$ cat src/rtl/xfh_pkg.sv
package xfh_pkg;

    localparam int STAT_W = 14;
    localparam int TRIG_W = 4;

    localparam int BIT_RXTRG = 0;
    localparam int BIT_TXLOW = 4;
    localparam int BIT_XEND  = 8;
    localparam int BIT_DRAIN = 9;
    localparam int BIT_OVF   = 12;
    localparam int BIT_UDR   = 13;

    localparam logic [STAT_W-1:0] STAT_MASK =
        (STAT_W'(1) << BIT_RXTRG) | (STAT_W'(1) << BIT_TXLOW) |
        (STAT_W'(1) << BIT_XEND)  | (STAT_W'(1) << BIT_DRAIN) |
        (STAT_W'(1) << BIT_OVF)   | (STAT_W'(1) << BIT_UDR);

    typedef enum logic [2:0] {
        SEL_TXWIN = 3'd0,
        SEL_RXWIN = 3'd1,
        SEL_TXLVL = 3'd2,
        SEL_RXLVL = 3'd3,
        SEL_TRIG  = 3'd4,
        SEL_STAT  = 3'd5,
        SEL_IEN   = 3'd6
    } reg_sel_e;

    typedef enum logic {
        DRN_EMPTY  = 1'b0,
        DRN_LOADED = 1'b1
    } drain_state_e;

endpackage

$ cat src/rtl/xfh_fifo.sv
module xfh_fifo #(
    parameter int DEPTH  = 32,
    parameter int WORD_W = 16,
    localparam int LVL_W = $clog2(DEPTH + 1)
) (
    input  logic              clk,
    input  logic              rst_n,
    input  logic              flush,
    input  logic              push,
    input  logic [WORD_W-1:0] wdata,
    input  logic              pop,
    output logic [WORD_W-1:0] head,
    output logic [LVL_W-1:0]  level,
    output logic              full,
    output logic              empty,
    output logic              push_ok,
    output logic              pop_ok
);

    localparam int PTR_W = (DEPTH > 1) ? $clog2(DEPTH) : 1;

    logic [WORD_W-1:0] store [DEPTH];
    logic [PTR_W-1:0]  wr_ptr;
    logic [PTR_W-1:0]  rd_ptr;
    logic [LVL_W-1:0]  count;

    function automatic logic [PTR_W-1:0] bump(input logic [PTR_W-1:0] p);
        return (p == PTR_W'(DEPTH - 1)) ? '0 : p + PTR_W'(1);
    endfunction

    assign full    = (count == LVL_W'(DEPTH));
    assign empty   = (count == '0);
    assign push_ok = push && !full && !flush;
    assign pop_ok  = pop && !empty && !flush;
    assign head    = store[rd_ptr];
    assign level   = count;

    always_ff @(posedge clk) begin
        if (push_ok) begin
            store[wr_ptr] <= wdata;
        end
    end

    always_ff @(posedge clk or negedge rst_n) begin
        if (!rst_n) begin
            wr_ptr <= '0;
            rd_ptr <= '0;
            count  <= '0;
        end else if (flush) begin
            wr_ptr <= '0;
            rd_ptr <= '0;
            count  <= '0;
        end else begin
            if (push_ok) begin
                wr_ptr <= bump(wr_ptr);
            end
            if (pop_ok) begin
                rd_ptr <= bump(rd_ptr);
            end
            count <= count + LVL_W'(push_ok) - LVL_W'(pop_ok);
        end
    end


    level_bound_chk: assert property (@(posedge clk) disable iff (!rst_n)
        level <= LVL_W'(DEPTH));


    flush_empty_chk: assert property (@(posedge clk) disable iff (!rst_n)
        flush |=> (level == '0));


    full_drop_chk: assert property (@(posedge clk) disable iff (!rst_n)
        (full && push && !pop && !flush) |=> (level == LVL_W'(DEPTH)));

endmodule

$ cat src/rtl/xfh_drain_fsm.sv
module xfh_drain_fsm
    import xfh_pkg::*;
#(
    parameter int LVL_W = 6
) (
    input  logic             clk,
    input  logic             rst_n,
    input  logic             flush,
    input  logic             push_ok,
    input  logic             pop_ok,
    input  logic [LVL_W-1:0] level,
    output logic             drained
);

    drain_state_e state_q;
    drain_state_e state_d;
    logic         last_out;

    assign last_out = pop_ok && !push_ok && (level == LVL_W'(1));

    always_ff @(posedge clk or negedge rst_n) begin
        if (!rst_n) begin
            state_q <= DRN_EMPTY;
        end else begin
            state_q <= state_d;
        end
    end

    always_comb begin
        state_d = state_q;
        unique case (state_q)
            DRN_EMPTY: begin
                if (!flush && push_ok) begin
                    state_d = DRN_LOADED;
                end
            end
            DRN_LOADED: begin
                if (flush || last_out) begin
                    state_d = DRN_EMPTY;
                end
            end
            default: state_d = DRN_EMPTY;
        endcase
    end

    always_comb begin
        drained = 1'b0;
        unique case (state_q)
            DRN_EMPTY:  drained = 1'b0;
            DRN_LOADED: drained = !flush && last_out;
            default:    drained = 1'b0;
        endcase
    end


    drain_empty_chk: assert property (@(posedge clk) disable iff (!rst_n)
        drained |=> (level == '0));

endmodule

$ cat src/rtl/xfh_status.sv
module xfh_status
    import xfh_pkg::*;
#(
    parameter int DEPTH = 32,
    parameter int LVL_W = 6
) (
    input  logic              clk,
    input  logic              rst_n,
    input  logic              soft_clr,
    input  logic [STAT_W-1:0] evt_set,
    input  logic              stat_wr,
    input  logic [STAT_W-1:0] stat_wmask,
    input  logic              ien_wr,
    input  logic [STAT_W-1:0] ien_wdata,
    input  logic              trig_wr,
    input  logic [TRIG_W-1:0] trig_wdata,
    input  logic [LVL_W-1:0]  rx_level,
    output logic [STAT_W-1:0] stat_q,
    output logic [STAT_W-1:0] ien_q,
    output logic [TRIG_W-1:0] trig_q,
    output logic              irq
);

    localparam int MAX_CODE = $clog2(DEPTH);

    logic [2:0]        code_sat;
    logic [LVL_W-1:0]  thr;
    logic              rx_hit;
    logic [STAT_W-1:0] set_all;
    logic [STAT_W-1:0] clr;

    assign code_sat = (trig_q[2:0] > 3'(MAX_CODE)) ? 3'(MAX_CODE) : trig_q[2:0];
    assign thr      = LVL_W'(1) << code_sat;
    assign rx_hit   = trig_q[3] && (rx_level >= thr);
    assign clr      = stat_wr ? stat_wmask : '0;

    always_comb begin
        set_all            = evt_set;
        set_all[BIT_RXTRG] = evt_set[BIT_RXTRG] | rx_hit;
    end

    always_ff @(posedge clk or negedge rst_n) begin
        if (!rst_n) begin
            stat_q <= '0;
        end else if (soft_clr) begin
            stat_q <= '0;
        end else begin
            stat_q <= ((stat_q & ~clr) | set_all) & STAT_MASK;
        end
    end

    always_ff @(posedge clk or negedge rst_n) begin
        if (!rst_n) begin
            ien_q  <= '0;
            trig_q <= '0;
        end else begin
            if (ien_wr) begin
                ien_q <= ien_wdata & STAT_MASK;
            end
            if (trig_wr) begin
                trig_q <= trig_wdata;
            end
        end
    end

    assign irq = |(stat_q & ien_q);


    sticky_hold_chk: assert property (@(posedge clk) disable iff (!rst_n)
        !soft_clr |=> ((stat_q & $past(stat_q & ~clr)) == $past(stat_q & ~clr)));


    soft_clear_chk: assert property (@(posedge clk) disable iff (!rst_n)
        soft_clr |=> (stat_q == '0));


    rx_trig_chk: assert property (@(posedge clk) disable iff (!rst_n)
        (!soft_clr && trig_q[3] && (rx_level >= thr)) |=> stat_q[BIT_RXTRG]);

endmodule

$ cat src/rtl/xfer_fifo_hub.sv
module xfer_fifo_hub
    import xfh_pkg::*;
#(
    parameter int DEPTH       = 32,
    parameter int WORD_W      = 16,
    parameter int REG_W       = 16,
    parameter int TX_LOW_MARK = 16
) (
    input  logic              clk,
    input  logic              rst_n,
    input  logic              soft_rst,
    input  logic              reg_wr,
    input  logic              reg_rd,
    input  logic [2:0]        reg_sel,
    input  logic [REG_W-1:0]  reg_wdata,
    output logic [REG_W-1:0]  reg_rdata,
    input  logic              eng_tx_req,
    output logic [WORD_W-1:0] eng_tx_data,
    input  logic              eng_rx_push,
    input  logic [WORD_W-1:0] eng_rx_data,
    input  logic              eng_xfer_done,
    output logic              irq
);

    localparam int LVL_W = $clog2(DEPTH + 1);

    reg_sel_e          sel;
    logic              wr_txwin, rd_rxwin;
    logic              wr_txlvl, wr_rxlvl;
    logic              wr_trig, wr_stat, wr_ien;
    logic              zero_wr;
    logic              tx_flush, rx_flush;

    logic [WORD_W-1:0] tx_head, rx_head;
    logic [LVL_W-1:0]  tx_level, rx_level, tx_after;
    logic              tx_full, tx_empty, rx_full, rx_empty;
    logic              tx_push_ok, tx_pop_ok, rx_push_ok, rx_pop_ok;
    logic              drained;
    logic              tx_low_evt;

    logic [STAT_W-1:0] evt;
    logic [STAT_W-1:0] stat_q, ien_q;
    logic [TRIG_W-1:0] trig_q;

    assign sel      = reg_sel_e'(reg_sel);
    assign wr_txwin = reg_wr && (sel == SEL_TXWIN);
    assign rd_rxwin = reg_rd && (sel == SEL_RXWIN);
    assign wr_txlvl = reg_wr && (sel == SEL_TXLVL);
    assign wr_rxlvl = reg_wr && (sel == SEL_RXLVL);
    assign wr_trig  = reg_wr && (sel == SEL_TRIG);
    assign wr_stat  = reg_wr && (sel == SEL_STAT);
    assign wr_ien   = reg_wr && (sel == SEL_IEN);
    assign zero_wr  = (reg_wdata == '0);
    assign tx_flush = soft_rst || (wr_txlvl && zero_wr);
    assign rx_flush = soft_rst || (wr_rxlvl && zero_wr);

    xfh_fifo #(.DEPTH(DEPTH), .WORD_W(WORD_W)) u_tx_fifo (
        .clk     (clk),
        .rst_n   (rst_n),
        .flush   (tx_flush),
        .push    (wr_txwin),
        .wdata   (WORD_W'(reg_wdata)),
        .pop     (eng_tx_req),
        .head    (tx_head),
        .level   (tx_level),
        .full    (tx_full),
        .empty   (tx_empty),
        .push_ok (tx_push_ok),
        .pop_ok  (tx_pop_ok)
    );

    xfh_fifo #(.DEPTH(DEPTH), .WORD_W(WORD_W)) u_rx_fifo (
        .clk     (clk),
        .rst_n   (rst_n),
        .flush   (rx_flush),
        .push    (eng_rx_push),
        .wdata   (eng_rx_data),
        .pop     (rd_rxwin),
        .head    (rx_head),
        .level   (rx_level),
        .full    (rx_full),
        .empty   (rx_empty),
        .push_ok (rx_push_ok),
        .pop_ok  (rx_pop_ok)
    );

    xfh_drain_fsm #(.LVL_W(LVL_W)) u_drain (
        .clk     (clk),
        .rst_n   (rst_n),
        .flush   (tx_flush),
        .push_ok (tx_push_ok),
        .pop_ok  (tx_pop_ok),
        .level   (tx_level),
        .drained (drained)
    );

    assign tx_after   = tx_level + LVL_W'(tx_push_ok) - LVL_W'(tx_pop_ok);
    assign tx_low_evt = tx_pop_ok && (tx_after == LVL_W'(TX_LOW_MARK));

    always_comb begin
        evt            = '0;
        evt[BIT_UDR]   = eng_tx_req && tx_empty;
        evt[BIT_OVF]   = eng_rx_push && rx_full;
        evt[BIT_DRAIN] = drained;
        evt[BIT_XEND]  = eng_xfer_done;
        evt[BIT_TXLOW] = tx_low_evt;
    end

    xfh_status #(.DEPTH(DEPTH), .LVL_W(LVL_W)) u_status (
        .clk        (clk),
        .rst_n      (rst_n),
        .soft_clr   (soft_rst),
        .evt_set    (evt),
        .stat_wr    (wr_stat),
        .stat_wmask (STAT_W'(reg_wdata)),
        .ien_wr     (wr_ien),
        .ien_wdata  (STAT_W'(reg_wdata)),
        .trig_wr    (wr_trig),
        .trig_wdata (TRIG_W'(reg_wdata)),
        .rx_level   (rx_level),
        .stat_q     (stat_q),
        .ien_q      (ien_q),
        .trig_q     (trig_q),
        .irq        (irq)
    );

    assign eng_tx_data = tx_empty ? '0 : tx_head;

    always_comb begin
        reg_rdata = '0;
        unique case (sel)
            SEL_TXWIN: reg_rdata = '0;
            SEL_RXWIN: reg_rdata = rx_empty ? '0 : REG_W'(rx_head);
            SEL_TXLVL: reg_rdata = REG_W'(tx_level);
            SEL_RXLVL: reg_rdata = REG_W'(rx_level);
            SEL_TRIG:  reg_rdata = REG_W'(trig_q);
            SEL_STAT:  reg_rdata = REG_W'(stat_q);
            SEL_IEN:   reg_rdata = REG_W'(ien_q);
            default:   reg_rdata = '0;
        endcase
    end


    overflow_flag_chk: assert property (@(posedge clk) disable iff (!rst_n)
        (eng_rx_push && rx_full && !soft_rst) |=> stat_q[BIT_OVF]);


    underrun_flag_chk: assert property (@(posedge clk) disable iff (!rst_n)
        (eng_tx_req && (tx_level == '0) && !soft_rst) |=> stat_q[BIT_UDR]);


    xfer_end_flag_chk: assert property (@(posedge clk) disable iff (!rst_n)
        (eng_xfer_done && !soft_rst) |=> stat_q[BIT_XEND]);


    irq_source_chk: assert property (@(posedge clk) disable iff (!rst_n)
        irq |-> (stat_q != '0) && (ien_q != '0));


    rx_empty_read_chk: assert property (@(posedge clk) disable iff (!rst_n)
        (rd_rxwin && rx_empty && !eng_rx_push) |=> (rx_level == '0));

endmodule

$ cat config.mk
export PLATFORM = sky130hd
export DESIGN_NAME = xfer_fifo_hub
export DESIGN_NICKNAME = d
export VERILOG_FILES = /design/src/rtl/xfh_pkg.sv /design/src/rtl/xfh_fifo.sv /design/src/rtl/xfh_drain_fsm.sv /design/src/rtl/xfh_status.sv /design/src/rtl/xfer_fifo_hub.sv
export SDC_FILE = /design/constraint.sdc
export NUM_CORES = 1
export LEC_CHECK = 0
export BUFFER_PORTS_ARGS = -buffer_cell sky130_fd_sc_hd__buf_4
export CORE_UTILIZATION = 60
export DETAILED_ROUTE_END_ITERATION = 16
export GPL_TIMING_DRIVEN = 0
export PLACE_DENSITY = 0.86
export SLEW_MARGIN = 20
export SYNTH_ARGS = -nofsm -noshare
export SYNTH_HDL_FRONTEND = slang
export SYNTH_HIERARCHICAL = 1
export SYNTH_SLANG_ARGS = --single-unit
$ cat constraint.sdc
create_clock -name clk -period 11.1 [get_ports clk]
set_input_delay 0.555 -clock clk [delete_from_list [all_inputs] [get_ports clk]]
set_output_delay 0.555 -clock clk [all_outputs]
set_load 0.1 [all_outputs]
==> flow_summary_export.csv, run 1 <==
group,metric,value,unit
status,status,"finished clean",
synth,synth_top_area_share,70.5,%
synth,yosys_warnings,6,
synth,synthSimpleGateAreaFrac,3.71,%
worst_setup_path,crit_fanout,10,
routing,drt_first_pass_iters,7,
worst_setup_path,r2r_setup_slack,7.20,ns
clocking,clk_latency,0.68,ns
min_path,hold_end,"u_status/stat_q[9]$_DFF_PN0_",
layout,multi_input_area,0.0108,sq mm
placement,port_buffers,73,
synth,ys.flop_type,"edfxtp_1",
synth,muxShareOfSynthArea,13.3,%
global_routing,antenna_found_initial,0,
worst_setup_path,crit_type,"reg -> out",
synth,synth_compound_gate_area_share,5.68,%
floorplan,die_h,272,microns
clocking,cts_tree,"done",
layout,antennaDiodeCount,0,
synth,synth_edf_count,1024,
sta,slew_headroom,31.5,%
worst_setup_path,ff2ff_path_depth,15,
routing,routed_wl,111,mm
min_path,min_path_type,"in -> reg",
synth,synth-seq-cells,1073,
sta,worst_pin_slew,1.03,ns
sta,hold_viol_final,0,
global_routing,grt_usage,30.3,%
synth,async_reset_ff_share,4.57,%
layout,drive_gt1_share,23.3,%
layout,layout.nets,2679,
sta,skew,0.0238,ns
layout,final_cell_area,0.0492,sq mm
worst_setup_path,rr_startpoint,"u_tx_fifo/level[2]$_DFF_PN0_",
synth,yosys-top-cells-area,"edfxtp_1, mux4_2, mux2i_1, dfrtp_1, a22oi_1",
synth,netlist_area,0.0436,sq mm
clocking,numCtsBuffers,104,
floorplan,rows,98,
layout,fin_cells,3626,
sta,finalCritPeriodShare,38.9,%
global_routing,grt.overflow.total,0,
flow_run,timing.max_cap.violations,0,
synth,synth_common_cells,"edfxtp_1, mux2i_1, a22oi_1",
min_path,min_path_cells,2,
worst_setup_path,critPathLaunchType,"flip-flop",
sta,clock.fmax,232,MHz
placement,place_inst,3432,
synth,yosys.area_share.xor_xnor,0.201,%
synth,synth_cells,2380,
routing,avgRoutedWirePerCell,30.6,microns
synth,yosys.area.top_type,"edfxtp_1",
clocking,clkSlewWorstSetupHoldPaths,0.06,ns
placement,hpwl,68.7,mm
floorplan,die_width,272,microns
synth,synth_fa_ha_area_share,1.40,%
power_and_ir_drop,p_leak,0.0156,uW
routing,vias_per_cell,6.75,
layout,area_delta_synth_final,12.8,%
floorplan,initial_core_util,60.8,%
layout,fillers,4345,
global_routing,grt_pass1_wl,161,mm
synth,ys_types,68,
routing,antenna_left,0,
min_path,min_from,"soft_rst",
clocking,cts_sinks,1073,
placement,gp_congestion,0.965,
routing,drc,0,
synth,synth-seq-area-share,73.3,%
power_and_ir_drop,power-per-cell-area,194,mW/mm^2
power_and_ir_drop,max-vdd-ir-drop,285,uV
clocking,clk_path_buf_depth,3,
synth,syn_avg_cell_area,18.3,sq um
floorplan,io_pins,76,
sta,finalSetupViolations,0,
sta,maxSlewViolCount,0,
floorplan,die-area,0.0738,sq mm
sta,fin_hold_ws,0.137,ns
global_routing,grt_max_degree,50,
floorplan,core,0.0717,sq mm
worst_setup_path,regToRegEndpoint,"u_status/stat_q[4]$_DFF_PN0_",
clocking,root_buffer,"clkbuf_16",
sta,rsz0062_at_grt,"no",
worst_setup_path,crit_arrival,3.76,ns
sta,final.setup.tns,0,ns
placement,place_area,0.0458,sq mm
power_and_ir_drop,p_total,9540,uW
clocking,h-tree-depth,3,
synth,synth_most_common_cell,"edfxtp_1",
routing,drt_iter0_markers,3072,
sta,fin_crit,4.32,ns
layout,seq_area,0.0320,sq mm
synth,synth_top_family_by_area,"multiplexers",
worst_setup_path,critPathCaptureType,"primary output",
routing,vias,24500,
worst_setup_path,cp.required,10.55,ns
global_routing,grt_pass1_vias,24800,
## worst max-delay path by stage
stage,from,end,cells after the start
CTS,u_rx_fifo/rd_ptr[1]$_DFFE_PN0P_,reg_rdata[5],8
finish,u_rx_fifo/rd_ptr[1]$_DFFE_PN0P_,reg_rdata[5],8
detailed placement,reg_wdata[1],u_status/stat_q[4]$_DFF_PN0_,16
floorplan,reg_wdata[13],u_status/stat_q[4]$_DFF_PN0_,14
global route,u_rx_fifo/rd_ptr[1]$_DFFE_PN0P_,reg_rdata[5],9
global placement,reg_wdata[1],u_status/stat_q[4]$_DFF_PN0_,16
## through the flow
step / util [%] / worst slack (ns)
after floorplan: - / 7.01
after global placement: 63.3 / 6.06
after detailed placement: 63.8 / 6.27
after CTS: 68.6 / 6.84
after global routing: 68.6 / 6.69
final: 68.6 / 6.78
## kinds of logic (layout without fill, tap and decap cells)
| group | count (synthesis) | after routing |
|---|---|---|
| adder cells (fa/ha/maj) | 47 | 47 |
| buffers and inverters | 189 | 470 |
| AND/OR/NAND/NOR | 298 | 298 |
| XOR/XNOR | 10 | 10 |
| flip-flops | 1073 | 1073 |
| multiplexers | 407 | 407 |
| other | 2 | 17 |
| AO/OA/AOI/OAI | 354 | 354 |
## worst max-delay path: stages, from the launching register on
cell	delay, ns
dfrtp_1	0.37
buf_2	0.23
clkbuf_1	0.61
mux2_2	0.42
o211ai_1	0.48
nand4_1	0.27
a22oi_1	0.26
o21ai_0	0.18
buf_4	0.28
## flip-flops by register name (all words and copies together), names as in the netlist
name	count
u_tx_fifo/wr_ptr	5
u_status/stat_q	6
u_tx_fifo/rd_ptr	5
u_rx_fifo/level	6
u_rx_fifo/rd_ptr	5
u_drain/state_q	1
u_tx_fifo/store	512
u_rx_fifo/store	512
u_status/trig_q	4
u_status/ien_q	6
u_rx_fifo/wr_ptr	5
u_tx_fifo/level	6
## report_power, final
group	internal [uW]	switching, uW
clock	2030	1510
sequential	4480	53.6
combinational	486	986
total	6990	2550
## placed cells by master, fill, tap and decap left out, drive strengths merged, types with 7 or more instances in the layout
cell type     n
edfxtp     1024
mux2i       202
buf         187
clkbuf      182
a22oi       146
mux4        128
nor2        100
mux2         77
a31oi        70
o211ai       64
dfrtp        49
nand2        48
ha           44
inv          42
clkinv       38
nand4        33
a21oi        30
nor2b        25
o21ai        19
conb         17
nand2b       13
bufinv       12
and3          9
nand3         9
xnor2         8
clkinvlp      8
nor4          8
nand3b        7
or3b          7
## per-layer routing
metal  wire length, microns  track usage (%)  up-vias  part of all wire, %
li1                       -                -    10100                    -
met1                  38400             37.7    12400                   35
met2                  54900             50.4     1698                   49
met3                  10500             5.27      322                  9.4
met4                   7290             17.8        0                  6.6
met5                      0                0        -                    0
## cell type report
type | count | area share [%]
Clock buffer | 128 | 5.52
Multi-Input combinational cell | 1133 | 22.0
Sequential cell | 1073 | 65.0
Tap cell | 950 | 2.42
Inverter | 35 | 0.272
Buffer | 154 | 1.85
Timing Repair Buffer | 88 | 1.49
Clock inverter | 65 | 1.42
## timing repair
| item | CTS | global route |
|---|---|---|
| hold buffers | 1 | 0 |
| resized for setup | 0 | 0 |
| endpoints found under the setup margin | 0 | 0 |
| buffers inserted | 0 | 0 |
| hold endpoints to repair | 49 | 0 |
(Power assumes the default switching activity.)
==> run 2: changes to the inputs <==
- CORE_UTILIZATION: 60 -> 56
- PLACE_DENSITY: 0.86 -> 0.84
- clock period: 11.1 -> 3.8 ns (I/O delays scaled with it)
==> flow_summary_export.csv, run 2 (synthesis results as in run 1) <==
group,metric,value,unit
worst_setup_path,crit_type,"reg -> out",
worst_setup_path,crit_path_start,"u_rx_fifo/rd_ptr[0]$_DFFE_PN0P_",
worst_setup_path,ff2ff_path_depth,16,
power_and_ir_drop,power-per-cell-area,555,mW/mm^2
layout,fillers,4829,
layout,layout.nets,2750,
floorplan,die_width,281,microns
worst_setup_path,crit_path_end,"reg_rdata[9]",
routing,vias_per_cell,6.63,
floorplan,die_h,281,microns
clocking,numCtsBuffers,101,
floorplan,die-area,0.0790,sq mm
placement,place_inst,3519,
clocking,clk_path_buf_depth,3,
clocking,cts_sinks,1073,
sta,slew_headroom,20.7,%
layout,final_common_cell,"edfxtp_1",
power_and_ir_drop,p_total,27800,uW
power_and_ir_drop,p_leak,0.0160,uW
power_and_ir_drop,max-vdd-ir-drop,564,uV
layout,reg_top3,"u_rx_fifo/store x512, u_tx_fifo/store x512",
sta,clock.fmax,267,MHz
routing,antenna_left,0,
layout,area_delta_synth_final,14.8,%
clocking,clkSlewWorstSetupHoldPaths,0.07,ns
sta,skew,0.0491,ns
floorplan,io_pins,76,
placement,gp_congestion,0.967,
layout,drive_gt1_share,23.6,%
routing,drc,0,
sta,finalSetupViolations,0,
worst_setup_path,critPathLaunchType,"flip-flop",
sta,fin_crit,3.75,ns
global_routing,grt.overflow.total,0,
layout,fin_cells,3775,
placement,port_buffers,73,
clocking,h-tree-depth,3,
flow_run,timing.max_cap.violations,0,
worst_setup_path,rr_startpoint,"u_tx_fifo/level[2]$_DFF_PN0_",
global_routing,grt_pass1_vias,24600,
placement,hpwl,67.8,mm
routing,routed_wl,117,mm
global_routing,grt_pass1_wl,167,mm
global_routing,antenna_found_initial,13,
layout,final_cell_mix,"edfxtp_1, mux2i_1, a22oi_1, mux4_2, buf_4",
clocking,cts_tree,"done",
global_routing,grt_usage,29.9,%
sta,worst_pin_slew,1.19,ns
routing,drt_iter0_markers,3521,
routing,vias,25000,
routing,drt_first_pass_iters,6,
status,status,"finished clean",
worst_setup_path,critPathCaptureType,"primary output",
worst_setup_path,cp.required,3.61,ns
placement,pre_cts_ws,-0.818,ns
sta,finalCritPeriodShare,98.7,%
sta,hold_viol_final,0,
sta,setup_slack,0.0489,ns
worst_setup_path,regToRegEndpoint,"u_status/stat_q[4]$_DFF_PN0_",
worst_setup_path,crit_fanout,10,
floorplan,initial_core_util,57.1,%
clocking,root_buffer,"clkbuf_16",
layout,antennaDiodeCount,0,
sta,final.setup.tns,0,ns
min_path,min_path_type,"in -> reg",
worst_setup_path,r2r_setup_slack,0.16,ns
worst_setup_path,crit_arrival,3.56,ns
routing,avgRoutedWirePerCell,31.1,microns
floorplan,core,0.0765,sq mm
floorplan,rows,101,
sta,rsz0062_at_grt,"no",
sta,maxSlewViolCount,0,
global_routing,grt_max_degree,50,
clocking,clk_latency,0.69,ns
==> run 2: changes by cell type in the layout (fill, tap and decap cells not counted), moves of 4 or more <==
cell	before	now
a22oi_1	146	139
a22oi_2	0	7
buf_12	6	10
buf_6	12	20
clkbuf_1	77	71
clkbuf_4	0	4
clkinv_1	15	21
clkinv_16	0	4
clkinv_2	20	24
clkinvlp_4	8	1
dlygate4sd3_1	1	58
==> run 2: cell type report <==
| type | instances | area, sq um | area share [%] |
|---|---|---|---|
| multi-input cells | 1133 | 10900 | 21.8 |
| clock buffers | 122 | 2640 | 5.27 |
| inverters | 35 | 134 | 0.267 |
| clock inverters | 66 | 701 | 1.40 |
| plain buffers | 154 | 925 | 1.85 |
| repair buffers | 162 | 1510 | 3.02 |
| flip-flops and latches | 1073 | 32000 | 63.8 |
| well taps | 1030 | 1290 | 2.57 |
==> run 2: worst max-delay path: stages, from the launching register on <==
cell	delay, ns
dfrtp_1	0.46
buf_6	0.16
buf_2	0.35
mux4_2	0.59
a22oi_1	0.54
nand4_1	0.25
nand2_1	0.15
nand2_1	0.12
buf_4	0.26
==> run 2: power breakdown <==
group	switching (uW)	internal [uW]	leakage, uW
Combinational	2970	1500	0.00448
Clock	4370	5730	0.00164
Sequential	141	13100	0.00985
Total	7480	20300	0.0160
==> run 2: worst min path at each step <==
stage	start	endpoint	slack (ns)	cells after the start
5_1_grt	reg_wdata[8]	u_tx_fifo/store[0][8]$_DFFE_PP_	0.03	1
2_1_floorplan	rst_n	u_drain/state_q$_DFF_PN0_	-0.11	0
3_3_place_gp	rst_n	u_rx_fifo/wr_ptr[0]$_DFFE_PN0P_	0.26	1
3_5_place_dp	rst_n	u_rx_fifo/wr_ptr[0]$_DFFE_PN0P_	0.29	1
6_report	reg_wdata[4]	u_status/stat_q[4]$_DFF_PN0_	0.02	4
4_1_cts	reg_wdata[4]	u_status/stat_q[4]$_DFF_PN0_	0.002	4
==> run 2: layer usage <==
metal / global-route usage, % / vias up / routed length [microns]
met5: 0 / - / 76
met4: 18.6 / 14 / 8600
met3: 6.67 / 378 / 12800
met2: 48.6 / 1814 / 55900
met1: 36.7 / 12600 / 39800
li1: - / 10200 / -
==> run 2: repair_timing <==
action / in CTS / in global routing
pin swaps: 0 / 2
setup endpoints to repair: 7 / 6
endpoints found under the hold margin: 654 / 0
buffers inserted: 0 / 4
gates resized for setup: 13 / 14
hold buffers: 64 / 0
==> run 2: through the flow <==
| stage | utilization, % | area (sq um) | hold WS, ns |
|---|---|---|---|
| after floorplan | - | 43700 | -0.106 |
| after global placement | 59.5 | 45500 | 0.265 |
| after detailed placement | 60.1 | 45900 | 0.286 |
| after CTS | 65.4 | 50000 | 0.00151 |
| after global routing | 65.5 | 50100 | 0.0255 |
| final | 65.5 | 50100 | 0.0240 |
